File: src/rtl/adc_read_seq_pkg.sv
package adc_read_seq_pkg;

    localparam int FRAME_BITS = 24;
    localparam int BYTE_BITS  = 8;
    localparam int RES_W      = 12;
    localparam int RX_W       = 16;

    typedef enum logic [2:0] {
        ST_IDLE,
        ST_LOW,
        ST_HIGH,
        ST_GAP,
        ST_COOL
    } seq_state_e;

    typedef struct packed {
        logic [2:0] chan;
        logic       bipolar;
        logic       single;
    } conv_req_t;

    // start bit, channel, coding, input type, external-clock selection
    function automatic logic [BYTE_BITS-1:0] ctrl_byte(input conv_req_t r);
        return {1'b1, r.chan, r.bipolar, r.single, 2'b11};
    endfunction

    function automatic logic [RES_W-1:0] pick_code(input logic [RX_W-1:0] rx);
        return rx[RX_W-2:3];
    endfunction

    function automatic logic [RX_W-1:0] widen(input logic [RES_W-1:0] v, input logic bip);
        return bip ? {{(RX_W-RES_W){v[RES_W-1]}}, v} : {{(RX_W-RES_W){1'b0}}, v};
    endfunction

endpackage

File: src/rtl/adc_read_seq_tick.sv
module adc_read_seq_tick #(
    parameter int CW = 11
) (
    input  logic          clk,
    input  logic          rst,
    input  logic          clr,
    input  logic [CW-1:0] lim,
    output logic          tick
);
    logic [CW-1:0] cnt;

    assign tick = (cnt == lim);

    always_ff @(posedge clk) begin
        if (rst || clr || tick) cnt <= '0;
        else                    cnt <= cnt + CW'(1);
    end
endmodule

File: src/rtl/adc_read_seq_timer.sv
module adc_read_seq_timer #(
    parameter int LIMIT = 12000
) (
    input  logic clk,
    input  logic rst,
    input  logic run,
    output logic expired
);
    localparam int TW = $clog2(LIMIT + 1);
    logic [TW-1:0] cnt;

    assign expired = run && (cnt == TW'(LIMIT - 1));

    always_ff @(posedge clk) begin
        if (rst || !run)  cnt <= '0;
        else if (!expired) cnt <= cnt + TW'(1);
    end
endmodule

File: src/rtl/adc_read_seq_shift.sv
module adc_read_seq_shift
    import adc_read_seq_pkg::*;
#(
    parameter int TX_W = FRAME_BITS,
    parameter int RW   = RX_W
) (
    input  logic                 clk,
    input  logic                 rst,
    input  logic                 load,
    input  logic                 flush,
    input  logic [BYTE_BITS-1:0] ctrl,
    input  logic                 shift_tx,
    input  logic                 cap,
    input  logic                 miso,
    output logic                 mosi,
    output logic [RW-1:0]        rx
);
    logic [TX_W-1:0] tx;

    assign mosi = tx[TX_W-1];

    always_ff @(posedge clk) begin
        if (rst || flush) begin
            tx <= '0;
        end else if (load) begin
            tx <= {ctrl, {(TX_W-BYTE_BITS){1'b0}}};
        end else if (shift_tx) begin
            tx <= {tx[TX_W-2:0], 1'b0};
        end
    end

    always_ff @(posedge clk) begin
        if (rst || load) rx <= '0;
        else if (cap)    rx <= {rx[RW-2:0], miso};
    end
endmodule

File: src/rtl/adc_read_seq.sv
module adc_read_seq
    import adc_read_seq_pkg::*;
#(
    parameter int DIV_W   = 10,
    parameter int GAP_CYC = 2,
    parameter int TMO_CYC = 12000
) (
    input  logic             clk,
    input  logic             rst,
    input  logic             start_i,
    input  logic [2:0]       chan_i,
    input  logic             bipolar_i,
    input  logic             single_i,
    input  logic [DIV_W-1:0] div_i,
    output logic             busy_o,
    output logic             done_o,
    output logic             err_o,
    output logic [11:0]      result_o,
    output logic [15:0]      result_sx_o,
    output logic             cs_n_o,
    output logic             sclk_o,
    output logic             mosi_o,
    input  logic             miso_i
);
    localparam int CW      = DIV_W + 1;
    localparam int BIT_W   = $clog2(FRAME_BITS);
    localparam int GAP_LIM = (GAP_CYC > 1) ? GAP_CYC - 1 : 0;

    seq_state_e        state;
    logic [BIT_W-1:0]  bit_q;
    logic [DIV_W-1:0]  div_q;
    logic              bip_q;
    logic              err_q;
    logic              done_q;
    logic              cs_n_q;
    logic              sclk_q;
    logic [RES_W-1:0]  res_q;
    logic [RX_W-1:0]   sx_q;
    logic [CW-1:0]     lim;
    logic              tick, expired, in_frame, abort, accept;
    logic              last_bit, byte_end, cap, shift_tx;
    logic [RX_W-1:0]   rx;
    conv_req_t         req;

    assign req      = '{chan: chan_i, bipolar: bipolar_i, single: single_i};
    assign in_frame = (state == ST_LOW) || (state == ST_HIGH) || (state == ST_GAP);
    assign abort    = in_frame && expired;
    assign accept   = (state == ST_IDLE) && start_i;
    assign last_bit = (bit_q == BIT_W'(FRAME_BITS - 1));
    assign byte_end = (bit_q[2:0] == 3'd7);
    assign cap      = (state == ST_LOW) && tick && !abort && (bit_q >= BIT_W'(BYTE_BITS));
    assign shift_tx = (state == ST_HIGH) && tick && !abort && !last_bit;

    always_comb begin
        case (state)
            ST_GAP:  lim = CW'(GAP_LIM);
            ST_COOL: lim = {div_q, 1'b0} - CW'(1);
            default: lim = {1'b0, div_q} - CW'(1);
        endcase
    end

    adc_read_seq_tick #(.CW(CW)) u_tick (
        .clk (clk),
        .rst (rst),
        .clr ((state == ST_IDLE) || abort),
        .lim (lim),
        .tick(tick)
    );

    adc_read_seq_timer #(.LIMIT(TMO_CYC)) u_timer (
        .clk    (clk),
        .rst    (rst),
        .run    (in_frame),
        .expired(expired)
    );

    adc_read_seq_shift u_shift (
        .clk     (clk),
        .rst     (rst),
        .load    (accept),
        .flush   (abort),
        .ctrl    (ctrl_byte(req)),
        .shift_tx(shift_tx),
        .cap     (cap),
        .miso    (miso_i),
        .mosi    (mosi_o),
        .rx      (rx)
    );

    always_ff @(posedge clk) begin
        if (rst) begin
            state  <= ST_IDLE;
            bit_q  <= '0;
            div_q  <= DIV_W'(1);
            bip_q  <= 1'b0;
            err_q  <= 1'b0;
            done_q <= 1'b0;
            cs_n_q <= 1'b1;
            sclk_q <= 1'b0;
            res_q  <= '0;
            sx_q   <= '0;
        end else begin
            done_q <= 1'b0;
            if (abort) begin
                cs_n_q <= 1'b1;
                sclk_q <= 1'b0;
                err_q  <= 1'b1;
                state  <= ST_COOL;
            end else begin
                case (state)
                    ST_IDLE: if (start_i) begin
                        div_q  <= (div_i == '0) ? DIV_W'(1) : div_i;
                        bip_q  <= bipolar_i;
                        err_q  <= 1'b0;
                        bit_q  <= '0;
                        cs_n_q <= 1'b0;
                        sclk_q <= 1'b0;
                        state  <= ST_LOW;
                    end
                    ST_LOW: if (tick) begin
                        sclk_q <= 1'b1;
                        state  <= ST_HIGH;
                    end
                    ST_HIGH: if (tick) begin
                        sclk_q <= 1'b0;
                        if (last_bit) begin
                            cs_n_q <= 1'b1;
                            state  <= ST_COOL;
                        end else begin
                            bit_q <= bit_q + BIT_W'(1);
                            state <= byte_end ? ST_GAP : ST_LOW;
                        end
                    end
                    ST_GAP: if (tick) state <= ST_LOW;
                    ST_COOL: if (tick) begin
                        state  <= ST_IDLE;
                        done_q <= 1'b1;
                        if (!err_q) begin
                            res_q <= pick_code(rx);
                            sx_q  <= widen(pick_code(rx), bip_q);
                        end
                    end
                    default: state <= ST_IDLE;
                endcase
            end
        end
    end

    assign busy_o      = (state != ST_IDLE);
    assign done_o      = done_q;
    assign err_o       = err_q;
    assign result_o    = res_q;
    assign result_sx_o = sx_q;
    assign cs_n_o      = cs_n_q;
    assign sclk_o      = sclk_q;
endmodule

File: config.mk
export PLATFORM = sky130hd
export DESIGN_NAME = adc_read_seq
export DESIGN_NICKNAME = d
export VERILOG_FILES = /design/src/rtl/adc_read_seq_pkg.sv /design/src/rtl/adc_read_seq_tick.sv /design/src/rtl/adc_read_seq_timer.sv /design/src/rtl/adc_read_seq_shift.sv /design/src/rtl/adc_read_seq.sv
export SDC_FILE = /design/constraint.sdc
export NUM_CORES = 1
export LEC_CHECK = 0
export BUFFER_PORTS_ARGS = -buffer_cell sky130_fd_sc_hd__buf_2
export CORE_MARGIN = 4
export CORE_UTILIZATION = 52
export DETAILED_ROUTE_END_ITERATION = 6
export PLACE_DENSITY = 0.76
export SKIP_CTS_REPAIR_TIMING = 1
export SLEW_MARGIN = 20
export SYNTH_ARGS = -nofsm -noshare
export SYNTH_HDL_FRONTEND = slang
export SYNTH_SLANG_ARGS = --single-unit
File: constraint.sdc
create_clock -name clk -period 3.15 [get_ports clk]
set_input_delay 0.63 -clock clk [delete_from_list [all_inputs] [get_ports clk]]
set_output_delay 0.63 -clock clk [all_outputs]
set_load 0.03 [all_outputs]
==> impl_metrics.csv <==
group,metric,value,unit
status,status,"finished, final reports clean",
global_routing,grt_pass1_vias,3598,
cts,clk_root_buffer_cell,"clkbuf_8",
synthesis,edff_count_synth,0,
synthesis,synthesis.instances,523,
synthesis,synth_ff_type,"dfxtp_1",
timing,final.min_clock_period,3140,ps
synthesis,async_flop_share,0,%
synthesis,yosys.area_share.simple,26.4,%
floorplanning,die_width,97.8,µm
drt,first_pass_iters,4,
min_path,holdCritPathClass,"register to register",
cts,cts_tree,"built",
timing,timing.setup.tns,0,ps
worst_setup_path,cp_top_family,"simple AND/OR/NAND/NOR gates",
cts,insertion_delay,370,ps
worst_setup_path,crit_path_max_incr_delay,380,ps
drt,detailedRoute.firstIterationViolations,250,
synthesis,synth.yosys.seq_area_share,40.1,%
layout,fill_cell_total_of_the_finished_layout,691,
worst_setup_path,worstSetupEndpointType,"register",
power,power_frac_comb,19.3,%
cts,path_clk_slew,100,ps
layout,final_cells,678,
worst_setup_path,crit_fanout,7,
synthesis,post_synth_mux_area_share,0.477,%
synthesis,synth-warning-count,0,
min_path,whs_path_depth,2,
drt,drtAntennaViolNets,0,
synthesis,synth-seq-cells,84,
global_routing,grt_pass1_wl,16600,µm
synthesis,post_synth_num_cell_types,56,
global_routing,globalRoute.totalOverflow,0,
worst_setup_path,critical_path.reg2reg.startpoint,"div_q[0]$_SDFFE_PP1P_",
place,hpwl_after_detailed_placement,6860,µm
synthesis,area_contributors_post_synth,"dfxtp_1 (40%), a21oi_1 (6.7%), o21ai_0 (5.2%)",
drt,detail_route.drc_violations,0,
min_path,hold_end,"u_shift.rx[2]$_SDFFE_PP0P_",
drt,route.detailed.vias_per_inst,5.80,
worst_setup_path,critical_path.slowest_cell,"or3b_4",
layout,final_layout_size_suffix_gt1_share,22.7,%
place,dp_worst_setup_slack,-45.4,ps
timing,finClkSkew,19.3,ps
place,globalplace.congestion,0.861,
cts,cts_buffer_depth,2,
worst_setup_path,rr_worst_depth,13,
power,clkPwrFrac,33.6,%
worst_setup_path,cp.arrival,3420,ps
power,total_leakage_power,1.89,nW
worst_setup_path,cp_cell_sequence,"inv_1, ha_2, or3b_4, buf_4, nor3_1, o21ai_0, and4_4, nor4b_4, nand4_1, buf_6, buf_6, or3_1, a21oi_1",
power,sw_frac_of_total,30.0,%
layout,final_area,4940,µm²
drt,via_count,3931,
floorplanning,initial_utilization,53.8,%
floorplanning,number_of_standard_cell_rows_in_the_floorplan,32,
drt,finalWirelength,10100,µm
power,intPower,0.00166,W
drt,routed_wire_length_per_instance,14.8,µm
floorplanning,floorplan.io_pins,53,
worst_setup_path,regToRegSetupSlack,10,ps
synthesis,yosys.area.top_type,"dfxtp_1",
power,power.density_cell_area,481,nW/µm²
timing,hold_violations,0,
place,numPortBuffers,52,
synthesis,synthesis.area_per_instance,8.03,µm²
timing,worst_max_slew_pin_slew,767,ps
timing,layout_setup_ws,10.7,ps
worst_setup_path,worst-endpoint-required,3430,ps
synthesis,synth.net_count,548,
cts,tritoncts.num_buffers,9,
place,dp.cells,658,
cts,cts_num_sinks,84,
layout,n_antenna_cell,0,
timing,slew_violations,0,
floorplanning,die_height,97.8,µm
layout,design.final.nets,596,
floorplanning,fp.coreArea,7810,µm²
power,sequential_group_share_of_total_power,47.1,%
floorplanning,die_area,9570,µm²
synthesis,netlist.area_leader.share,40.1,%
power,p_sw,0.000713,W
worst_setup_path,cp_num_cells,13,
worst_setup_path,crit_path_start_kind,"register",
worst_setup_path,timing_worst_setup_path_type,"register to register",
global_routing,track_usage,20.6,%
synthesis,synth.cell_area,4200,µm²
layout,area_growth,17.6,%
power,ir_drop,238,µV
synthesis,yosys.area_share.adder,1.79,%
worst_setup_path,critical_path_s_most_frequent_cell,"buf_6",
timing,timing.final.crit_share,99.7,%
synthesis,synth-compound-area-share,18.7,%
global_routing,grt_start_max_net_pins,32,
worst_setup_path,critical_path.reg2reg.endpoint,"bit_q[4]$_SDFFE_PP0P_",
global_routing,grt_antenna_before_repair,0,
power,finalPower,0.00237,W
timing,slew-limit-headroom,48.9,%
flow_run,maxCapViolations,0,
cts,cts_htree_levels,3,
synthesis,synth_top_family_by_area,"simple AND/OR/NAND/NOR gates",
timing,timing.final.setup_violations,0,
timing,fmax,319,MHz
worst_setup_path,number_of_buffers_and_inverters_on_the_critical_path,4,
min_path,start_point_of_the_worst_min_delay_path,"u_shift.rx[1]$_SDFFE_PP0P_",
synthesis,post_synth_xor_area_fraction,5.42,%
place,placed_area,4600,µm²
-- stage by stage --
stage | utilization [%] | hold slack, ps
after floorplan | - | 436
after global placement | 58.9 | 453
after detailed placement | 58.9 | 458
after CTS | 61.5 | 468
after global routing | 63.3 | 503
final | 63.3 | 457
-- per-layer routing --
layer	up-vias	share of wire, %	GRT usage (%)	wire length (µm)
met4	0	1.8	9.27	180
met5	-	0	0	0
met1	1838	47	28.5	4700
met3	18	5.5	3.50	550
li1	1960	-	-	-
met2	115	46	31.5	4630
-- logic make-up (layout without fill, tap and decap cells) --
logic type,Yosys count,count (layout)
AND/OR/NAND/NOR,208,208
AO/OA/AOI/OAI,136,136
flip-flops,84,84
buffers and inverters,61,114
XOR/XNOR,26,26
adder cells (fa/ha/maj),6,6
multiplexers,2,2
-- power by group through the flow --
| stage | registers [W] | clock network, W | logic, W |
|---|---|---|---|
| floorplan | 0.00115 | 0 | 0.000270 |
| detailed placement | 0.00114 | 0 | 0.000423 |
| global placement | 0.00114 | 0 | 0.000416 |
| finish | 0.00112 | 0.000799 | 0.000457 |
| CTS | 0.00112 | 0.000810 | 0.000425 |
| global route | 0.00112 | 0.000850 | 0.000499 |
-- worst reg2reg max path: cells and delay by family (launching register included) --
| family | cells | cell delay [ps] |
|---|---|---|
| AO/OA/AOI/OAI | 2 | 340 |
| adder cells (fa/ha/maj) | 1 | 190 |
| buffers and inverters | 4 | 520 |
| flip-flops | 1 | 330 |
| AND/OR/NAND/NOR | 6 | 1690 |
-- flip-flops by register name (all words and copies together) (netlist names), 2 cells and up --
| register | count |
|---|---|
| result_o | 11 |
| bit_q | 5 |
| u_tick.cnt | 11 |
| result_sx_o | 2 |
| div_q | 10 |
| state | 3 |
| u_shift.rx | 15 |
| u_timer.cnt | 14 |
| u_shift.tx | 8 |
-- cell type report --
type / count / area (µm²) / share of cell area [%]
Multi-Input combinational cell: 378 / 2320 / 46.9
Sequential cell: 84 / 1680 / 34.1
Timing Repair Buffer: 89 / 571 / 11.6
Tap cell: 102 / 128 / 2.58
Clock buffer: 9 / 124 / 2.51
Clock inverter: 7 / 82.6 / 1.67
Inverter: 9 / 33.8 / 0.684
-- placed cells by master (no fill, tap or decap), types with 5 or more instances in the layout --
| cell | synthesis | routed |
|---|---|---|
| nor2_1 | 37 | 37 |
| ha_1 | 6 | 5 |
| and3_1 | 11 | 10 |
| nand2b_1 | 6 | 6 |
| buf_4 | 15 | 29 |
| nor3_1 | 11 | 11 |
| buf_2 | 5 | 53 |
| buf_6 | 1 | 6 |
| a21oi_1 | 56 | 53 |
| dfxtp_1 | 84 | 82 |
| xnor2_1 | 7 | 7 |
| clkbuf_8 | 0 | 9 |
| o21ai_0 | 44 | 43 |
| nor3b_1 | 6 | 6 |
| nand3_1 | 37 | 37 |
| xor2_1 | 19 | 19 |
| nand4_1 | 18 | 18 |
| or3_1 | 11 | 10 |
| inv_1 | 9 | 9 |
| nand2_1 | 40 | 40 |
-- worst max-delay path by stage --
| stage | from | to | slack, ps |
|---|---|---|---|
| 2_1_floorplan | div_q[0]$_SDFFE_PP1P_ | result_sx_o[14]$_SDFFE_PP0P_ | -30 |
| 3_3_place_gp | div_q[1]$_SDFFE_PP0P_ | u_shift.tx[23]$_SDFFE_PP0P_ | 50 |
| 3_5_place_dp | div_q[1]$_SDFFE_PP0P_ | u_shift.tx[18]$_SDFFE_PP0P_ | -50 |
| 4_1_cts | div_q[0]$_SDFFE_PP1P_ | u_shift.tx[18]$_SDFFE_PP0P_ | -60 |
| 5_1_grt | div_q[0]$_SDFFE_PP1P_ | bit_q[4]$_SDFFE_PP0P_ | -210 |
| 6_report | div_q[0]$_SDFFE_PP1P_ | bit_q[4]$_SDFFE_PP0P_ | 10 |
-- Yosys cell counts (5+ instances only) --
master / n
or3_1: 11
clkbuf_1: 31
dfxtp_1: 84
inv_1: 9
o21ai_0: 44
nor3b_1: 6
a21oi_1: 56
buf_2: 5
nand2b_1: 6
nor2_1: 37
a211oi_1: 5
buf_4: 15
and3_1: 11
xnor2_1: 7
nand4_1: 18
nand2_1: 40
nor3_1: 11
ha_1: 6
xor2_1: 19
nand3_1: 37
Power figures use the tool's default switching activity.
